<file path="src/rtl/dfa_pkg.sv">
package dfa_pkg;
    localparam int FLAG_W     = 16;
    localparam int FLG_EOB    = 13;
    localparam int FLG_NWD    = 12;
    localparam int FLG_CMD    = 11;
    localparam int FLG_LOCK   = 10;
    localparam int FLG_UNLOCK = 9;

    typedef enum logic [1:0] {
        ST_IDLE = 2'd0,
        ST_REQ  = 2'd1,
        ST_WAIT = 2'd2
    } arb_st_e;
endpackage

</file>
<file path="src/rtl/pipe_pending_ctr.sv">
module pipe_pending_ctr #(
    parameter int CNT_W = 4
) (
    input  logic             clk,
    input  logic             rst_n,
    input  logic             inc,
    input  logic             dec,
    output logic             nonzero
);
    localparam logic [CNT_W-1:0] CNT_MAX = '1;

    logic [CNT_W-1:0] cnt_d, cnt_q;

    always_comb begin
        cnt_d = cnt_q;
        if (inc && !dec) begin
            if (cnt_q != CNT_MAX) cnt_d = cnt_q + 1'b1;
        end else if (dec && !inc) begin
            if (cnt_q != '0) cnt_d = cnt_q - 1'b1;
        end
    end

    always_ff @(posedge clk or negedge rst_n) begin
        if (!rst_n) cnt_q <= '0;
        else        cnt_q <= cnt_d;
    end

    assign nonzero = (cnt_q != '0);
endmodule

</file>
<file path="src/rtl/rr_pick.sv">
module rr_pick #(
    parameter int N     = 4,
    parameter int IDX_W = 2
) (
    input  logic [N-1:0]     elig,
    input  logic [IDX_W-1:0] last,
    output logic             found,
    output logic [IDX_W-1:0] pick
);
    always_comb begin
        found = 1'b0;
        pick  = '0;
        for (int k = 1; k <= N; k++) begin
            if (!found && elig[(int'(last) + k) % N]) begin
                found = 1'b1;
                pick  = IDX_W'((int'(last) + k) % N);
            end
        end
    end
endmodule

</file>
<file path="src/rtl/pipe_fetch_lock_arb.sv">
module pipe_fetch_lock_arb #(
    parameter int N_PIPES = 4,
    parameter int GRP_W   = 2,
    parameter int CNT_W   = 4,
    localparam int IDX_W  = $clog2(N_PIPES)
) (
    input  logic                     clk,
    input  logic                     rst_n,
    input  logic [N_PIPES-1:0]       evt_add,
    input  logic [N_PIPES*GRP_W-1:0] group_id,
    output logic                     fetch_req,
    output logic [IDX_W-1:0]         fetch_pipe,
    input  logic                     fetch_gnt,
    input  logic                     flag_valid,
    input  logic [15:0]              flag_data,
    output logic                     lock_active,
    output logic [IDX_W-1:0]         lock_owner
);
    import dfa_pkg::*;

    typedef struct packed {
        arb_st_e          st;
        logic [IDX_W-1:0] sel;
        logic [IDX_W-1:0] last;
        logic             lock;
        logic [IDX_W-1:0] owner;
    } arb_state_t;

    arb_state_t       s_d, s_q;
    logic [N_PIPES-1:0] nz, allowed, elig, dec_vec;
    logic             pick_found;
    logic [IDX_W-1:0] pick_idx;
    logic [GRP_W-1:0] owner_grp;

    assign owner_grp = group_id[int'(s_q.owner)*GRP_W +: GRP_W];

    genvar gp;
    generate
        for (gp = 0; gp < N_PIPES; gp++) begin : g_pipe
            pipe_pending_ctr #(.CNT_W(CNT_W)) u_ctr (
                .clk     (clk),
                .rst_n   (rst_n),
                .inc     (evt_add[gp]),
                .dec     (dec_vec[gp]),
                .nonzero (nz[gp])
            );
            assign allowed[gp] = !s_q.lock ||
                                 (group_id[gp*GRP_W +: GRP_W] == owner_grp);
            assign elig[gp]    = nz[gp] && allowed[gp];
        end
    endgenerate

    rr_pick #(.N(N_PIPES), .IDX_W(IDX_W)) u_pick (
        .elig  (elig),
        .last  (s_q.last),
        .found (pick_found),
        .pick  (pick_idx)
    );

    always_comb begin
        s_d     = s_q;
        dec_vec = '0;
        case (s_q.st)
            ST_IDLE: begin
                if (pick_found) begin
                    s_d.sel = pick_idx;
                    s_d.st  = ST_REQ;
                end
            end
            ST_REQ: begin
                if (fetch_gnt) begin
                    dec_vec[s_q.sel] = 1'b1;
                    s_d.st = ST_WAIT;
                end
            end
            ST_WAIT: begin
                if (flag_valid) begin
                    s_d.last = s_q.sel;
                    s_d.st   = ST_IDLE;
                    if (flag_data[FLG_CMD]) begin
                        // lock first, release second: a descriptor with both ends unlocked
                        if (flag_data[FLG_LOCK] && !s_d.lock) begin
                            s_d.lock  = 1'b1;
                            s_d.owner = s_q.sel;
                        end
                        if (flag_data[FLG_UNLOCK] && s_d.lock && (s_d.owner == s_q.sel)) begin
                            s_d.lock  = 1'b0;
                            s_d.owner = '0;
                        end
                    end
                end
            end
            default: s_d.st = ST_IDLE;
        endcase
    end

    always_ff @(posedge clk or negedge rst_n) begin
        if (!rst_n) begin
            s_q.st    <= ST_IDLE;
            s_q.sel   <= '0;
            s_q.last  <= IDX_W'(N_PIPES - 1);
            s_q.lock  <= 1'b0;
            s_q.owner <= '0;
        end else begin
            s_q <= s_d;
        end
    end

    assign fetch_req   = (s_q.st == ST_REQ);
    assign fetch_pipe  = s_q.sel;
    assign lock_active = s_q.lock;
    assign lock_owner  = s_q.owner;
endmodule

</file>
<file path="config.mk">
export PLATFORM = sky130hd
export DESIGN_NAME = pipe_fetch_lock_arb
export DESIGN_NICKNAME = d
export VERILOG_FILES = /design/src/rtl/dfa_pkg.sv /design/src/rtl/pipe_pending_ctr.sv /design/src/rtl/rr_pick.sv /design/src/rtl/pipe_fetch_lock_arb.sv
export SDC_FILE = /design/constraint.sdc
export NUM_CORES = 1
export LEC_CHECK = 0
export ABC_AREA = 1
export BUFFER_PORTS_ARGS = -buffer_cell sky130_fd_sc_hd__buf_2
export CAP_MARGIN = 10
export CORE_UTILIZATION = 52
export CTS_BUF_LIST = sky130_fd_sc_hd__clkbuf_4
export DETAILED_ROUTE_END_ITERATION = 8
export PLACE_DENSITY = 0.84
export SLEW_MARGIN = 25
export SYNTH_ARGS = -nofsm -noshare
export SYNTH_HDL_FRONTEND = slang
export SYNTH_SLANG_ARGS = --single-unit
</file>
<file path="constraint.sdc">
create_clock -name clk -period 1.97 [get_ports clk]
set_input_delay 0.197 -clock clk [delete_from_list [all_inputs] [get_ports clk]]
set_output_delay 0.197 -clock clk [all_outputs]
set_load 0.03 [all_outputs]
</file>
======== After elaboration in Yosys (flattened, before gate mapping) ========
Index checks and enable logic that the tools add are counted.
operators by class
  $add $sub $neg .......................... 12
  order comparisons ....................... 6
  eq/ne operators ......................... 18
  shift operators ......................... 1
  muxes and demuxes ....................... 49
  bitwise operators ....................... 4
  reductions and logical operators ........ 60
operators by type and width
  operator                                                              count
  4-bit two-way mux                                                     19
  1-bit logical AND                                                     19
  3-bit AND reduction                                                   6
  4-bit by 1-bit adder with 4-bit output, second input constant         4
  3-bit by 4-bit < comparator with 1-bit output, second input constant  4
  4-bit != test, second input constant                                  4
  2-bit nonzero test                                                    8
  4-bit nonzero test                                                    4
  4-bit by 1-bit subtractor with 4-bit output, second input constant    4
  3-bit two-way mux                                                     5
  1-bit two-way mux                                                     13
  1-bit zero test                                                       12
  2-bit two-way mux                                                     6
  2-bit != test, second input constant                                  6
  2-bit equality test                                                   5
  1-bit binary-select mux with 2-bit select                             4
  2-bit OR reduction                                                    4
  8-bit by 4-bit indexed part select with 2-bit output                  1
  2-bit one-hot mux with 3 select lines                                 1
  2-bit by 1-bit adder with 2-bit output, second input constant         2
  2-bit adder, second input constant                                    2
  1-bit AND, first input constant                                       4
  1-bit logical OR                                                      4
  2-bit AND reduction                                                   2
  7 further kinds                                                       7
word-level totals
  register bits ........................... 25
  input bits .............................. 32
  output and inout bits ................... 6
  logic and storage cells ................. 159

======== Logic depth before layout (Yosys ltp) ========
  word-level depth ........................ 19
  gate-level depth with buffers ........... 17
  gate-level depth less buffers ........... 17

======== Cells and area by module ========
Synthesis repeated with hierarchy kept, for this count alone.
unflattened totals
  cells, all modules ...................... 383
  area, all modules ....................... 2467.4 µm²
by module, submodules not included
  module               instances  cells an instance  area an instance (µm²)  sequential area each (µm²)
  pipe_pending_ctr     4          52                 351.6                   100.1
  pipe_fetch_lock_arb  1          126                770.7                   227.7
  rr_pick              1          49                 290.3                   0.0

======== Worst setup path before layout ========
Ideal clock, no wire load.
  path kind ............................... register to register
  from .................................... register s_q[8] (netlist bit)
  to ...................................... register g_pipe[2].u_ctr.cnt_q[3]
  library setup time ...................... 80 ps
  arrival ................................. 2484 ps
  required time ........................... 1890 ps
  path slack .............................. -594 ps
  cell stages (with the launch flop) ...... 11
  buffers on the path ..................... 0
  period minus slack after synthesis ...... 2564 ps
  cells stage by stage .................... dfrtp_1 > nor2_1 > nand4_1 > ha_1 > inv_1 > ha_1 > and3_1 > a211oi_1 > a21oi_1 > o21ai_0 > xnor2_1
on the way
  cells in the longest elaborated chain, start to end .. 6
  elaborated cells between the ends (all ways) .. 10
  those cells by class .................... 2 x eq/ne; 2 x mux; 6 x reduce/logical
RTL lines
  item                                                           line                       source
  start, declared                                                pipe_fetch_lock_arb.sv:29  arb_state_t s_d, s_q;
  2-bit by 1-bit equality test with 1-bit output (*)             n/a
  net fetch_req                                                  pipe_fetch_lock_arb.sv:11  output logic fetch_req,
  4-bit two-way mux (*)                                          pipe_fetch_lock_arb.sv:63  case (s_q.st)
  1-bit zero test                                                pipe_pending_ctr.sv:16     if (inc && !dec) begin
  1-bit logical AND                                              pipe_pending_ctr.sv:16
  2-bit != test (no line) or 2-bit nonzero test (tied branches)  n/a
  3-bit AND reduction (no line)                                  n/a
  end signal, assigned                                           pipe_pending_ctr.sv:25     else cnt_q <= cnt_d;
  end, declared                                                  pipe_pending_ctr.sv:12     logic [CNT_W-1:0] cnt_d, cnt_q;
Mark *: on every way through the listed nets, which the timed path passes. The rest lies on a longest branch.
A chain may end at the register's enable or synchronous reset.

======== Worst setup path in the final report ========
  from .................................... register s_q[8] (netlist bit)
  to ...................................... register g_pipe[2].u_ctr.cnt_q[3]
on the way
  cells in the longest elaborated chain, start to end .. 6
  elaborated cells between the ends (all ways) .. 10
  those cells by class .................... 2 x eq/ne; 2 x mux; 6 x reduce/logical
RTL lines
  item                                                           line
  2-bit by 1-bit equality test with 1-bit output (*)             pipe_fetch_lock_arb.sv:63
  4-bit two-way mux (*)                                          pipe_fetch_lock_arb.sv:63
  1-bit zero test                                                pipe_pending_ctr.sv:16
  1-bit logical AND                                              pipe_pending_ctr.sv:16
  2-bit != test (no line) or 2-bit nonzero test (tied branches)  n/a
  3-bit AND reduction (no line)                                  n/a
Every way passes the cells marked *; elsewhere a longest branch is shown, timed or not.

==> metrics.cfg <==
[placed_design]
placed_cells = 361
dp.final_hpwl_mm = 3.73
port_buffers = 24
place_area_um2 = 2440
place.gp.congestion = 0.867

[pwr]
vdd_drop_max_v = 0.00110
p_leak_nw = 1.35
p_total_w = 0.00512
powerDensity_nw_per_um2 = 1810

[cells_and_area]
drive_gt1_share_pct = 43.4
syn_to_final_growth_pct = 34.7
final_cell_mix = nand2_1, inv_1, buf_4
n_fill_cell = 251
final_common_cell = nand2_1
finalNonFillerCells = 380
antenna_cells = 0
final_nets = 381
finish.instance_area_um2 = 2830

[critical_path]
r2r-start = s_q[8]$_DFFE_PN0P_
reg2reg_depth = 10
rrSetupSlack_ns = -0.09
worstPathArrival_ns = 2.32
worst_r2r_endpoint = g_pipe[2].u_ctr.cnt_q[3]$_DFFE_PN0P_
crit_path_end_kind = register
worst-setup-path-type = register to register
critPathRequiredTime_ns = 2.23
critPathLaunchType = register
cp_max_fo = 5

[route]
wire_per_inst_um = 15.5
drt_wl_total_mm = 5.88
route.vias.total = 2164
firstDrtPassIters = 4
drcViolationCount = 0
drtIter0Drc = 142
viasPerCell = 5.69
ant_nets = 0

[clock_tree]
clock_tree.buffer_depth = 2
cts_tree = done
clk_latency_ns = 0.34
cts.sinks = 25
cts-root-buf = clkbuf_4
h-tree-depth = 1
cts_buffers = 3
clkTransAtPathRegs_ns = 0.15

[sta]
fin_skew_ns = 0.0133
setup_viol = 3
hold_viol = 0
worstMarginPinSlew_ns = 0.615
fmax_mhz = 485
fin_crit_sh_pct = 105
setup_ws_ns = -0.0912
period_needed_ns = 2.06
slew_headroom_pct = 58.7
rsz0062_at_grt = true
drv_slew = 0

[die]
die_area_um2 = 4300
die_y_um = 65.5
die_x_um = 65.5
coreArea_um2 = 3770
ios = 38
rows = 22
start_util_pct = 55.7

[global_route]
grt_pass1_vias = 2014
grt-ovfl-total = 0
grt_max_degree = 26
grt_pass1_wl_mm = 8.42
track_usage_pct = 25.1
antenna_found_initial = 0

[synthesis]
ys_ff_latch = 25
ys_types = 32
synth_area_per_cell_um2 = 7.58
ys_warn_count = 0
synth_area_um2 = 2100
ys_seq_area_share_pct = 29.9
synth_cells = 277
syn_nets = 325

[run]
drv_cap = 0

[run_status]
status = finished with violations
failed_checks = setup timing

[hold_path]
min_from = fetch_gnt
hold_depth = 2
holdCritPathClass = input port to register
min_to = s_q[7]$_DFFE_PN0P_

## how the worst max path moves through the flow
stage | startpoint | to | slack (ns) | depth (start not counted)
4_1_cts | s_q[7]$_DFFE_PN0P_ | g_pipe[3].u_ctr.cnt_q[3]$_DFFE_PN0P_ | -0.05 | 11
6_report | s_q[8]$_DFFE_PN0P_ | g_pipe[2].u_ctr.cnt_q[3]$_DFFE_PN0P_ | -0.09 | 10
3_5_place_dp | s_q[7]$_DFFE_PN0P_ | g_pipe[3].u_ctr.cnt_q[3]$_DFFE_PN0P_ | -0.03 | 11
2_1_floorplan | s_q[8]$_DFFE_PN0P_ | g_pipe[2].u_ctr.cnt_q[3]$_DFFE_PN0P_ | -0.08 | 10
5_1_grt | s_q[8]$_DFFE_PN0P_ | g_pipe[2].u_ctr.cnt_q[3]$_DFFE_PN0P_ | -0.21 | 10
3_3_place_gp | fetch_pipe[0]$_DFFE_PN0P_ | g_pipe[2].u_ctr.cnt_q[3]$_DFFE_PN0P_ | 0.02 | 10
## per-layer routing
| metal | vias up | track usage, % | part of all wire, % |
|---|---|---|---|
| met4 | 0 | 6.52 | 3.9 |
| li1 | 1036 | - | - |
| met2 | 84 | 45.4 | 51 |
| met3 | 26 | 4.86 | 5.6 |
| met5 | - | 0 | 0 |
| met1 | 1018 | 30.2 | 39 |
## cells by family (layout without fill, tap and decap cells)
kind of cell	count (synthesis)	count (layout)	share of synthesized area, %
AND/OR/NAND/NOR	145	145	35.0
AO/OA/AOI/OAI	33	33	9.36
flip-flops	25	25	29.9
buffers and inverters	44	99	8.76
XOR/XNOR	13	13	5.42
multiplexers	1	1	0.536
adder cells (fa/ha/maj)	16	16	11.0
## cell usage after synthesis (all sizes together)
master	count	area [µm²]
and3	3	18.8
dfrtp	23	576
nand3	35	250
dfstp	2	52.6
a21o	1	7.51
a2111oi	1	8.76
xor2	4	35.0
o21ai	16	83.8
nand2	78	323
nor2	15	58.8
buf	5	37.5
fa	4	80.1
o31ai	1	7.51
nor4	4	25.0
a211oi	3	22.5
xnor2	9	78.8
a22oi	1	7.51
ha	12	150
o22ai	2	12.5
a21oi	5	25.0
a31oi	2	12.5
nand4	8	50.1
mux2	1	11.3
o221ai	1	8.76
nor3	2	10.0
inv	39	146
## what timing repair did
item,in CTS,in global routing
buffers inserted,6,8
endpoints found under the setup margin,4,13
hold buffers,1,0
pin swaps,15,32
gates resized for setup,13,46
hold endpoints to repair,23,0
## stage by stage
step           setup WS [ns]  hold slack [ns]  setup TNS [ns]  utilization (%)
6_report             -0.0912           0.0969          -0.158             75.0
5_1_grt               -0.212           0.0746           -1.29             75.0
4_1_cts              -0.0549           0.0711         -0.0773             68.4
3_5_place_dp         -0.0257            0.219         -0.0519             64.7
3_3_place_gp          0.0244            0.227               0             64.7
2_1_floorplan        -0.0807          -0.0986          -0.239                -
## worst max-delay path: stages (launching register included)
cell,delay (ns)
dfrtp_1,0.44
nor2_4,0.16
nand4_1,0.11
ha_2,0.23
inv_4,0.09
ha_4,0.22
buf_6,0.12
a211oi_4,0.28
a21oi_2,0.10
o21ai_2,0.08
xnor2_1,0.14
## report_power, final
group	internal, W	switching [W]	total, W
sequential	0.000803	0.000438	0.00124
combinational	0.00155	0.00208	0.00363
clock	0.0000780	0.000166	0.000244
total	0.00243	0.00269	0.00512
## state kept, by name (all words and copies together) (netlist names)
| name | count |
|---|---|
| lock_owner | 2 |
| g_pipe.u_ctr.cnt_q | 16 |
| fetch_pipe | 2 |
| lock_active | 1 |
| s_q | 4 |
## final cells by class
class	count	area, µm²	share of cell area (%)
timing repair buffer	56	379	13.4
inverter	39	154	5.44
sequential	25	632	22.3
clock buffer	3	22.5	0.796
tap	48	60.1	2.12
clock inverter	1	7.51	0.265
multi-input combinational	208	1570	55.6
Power figures use the tool's default switching activity.
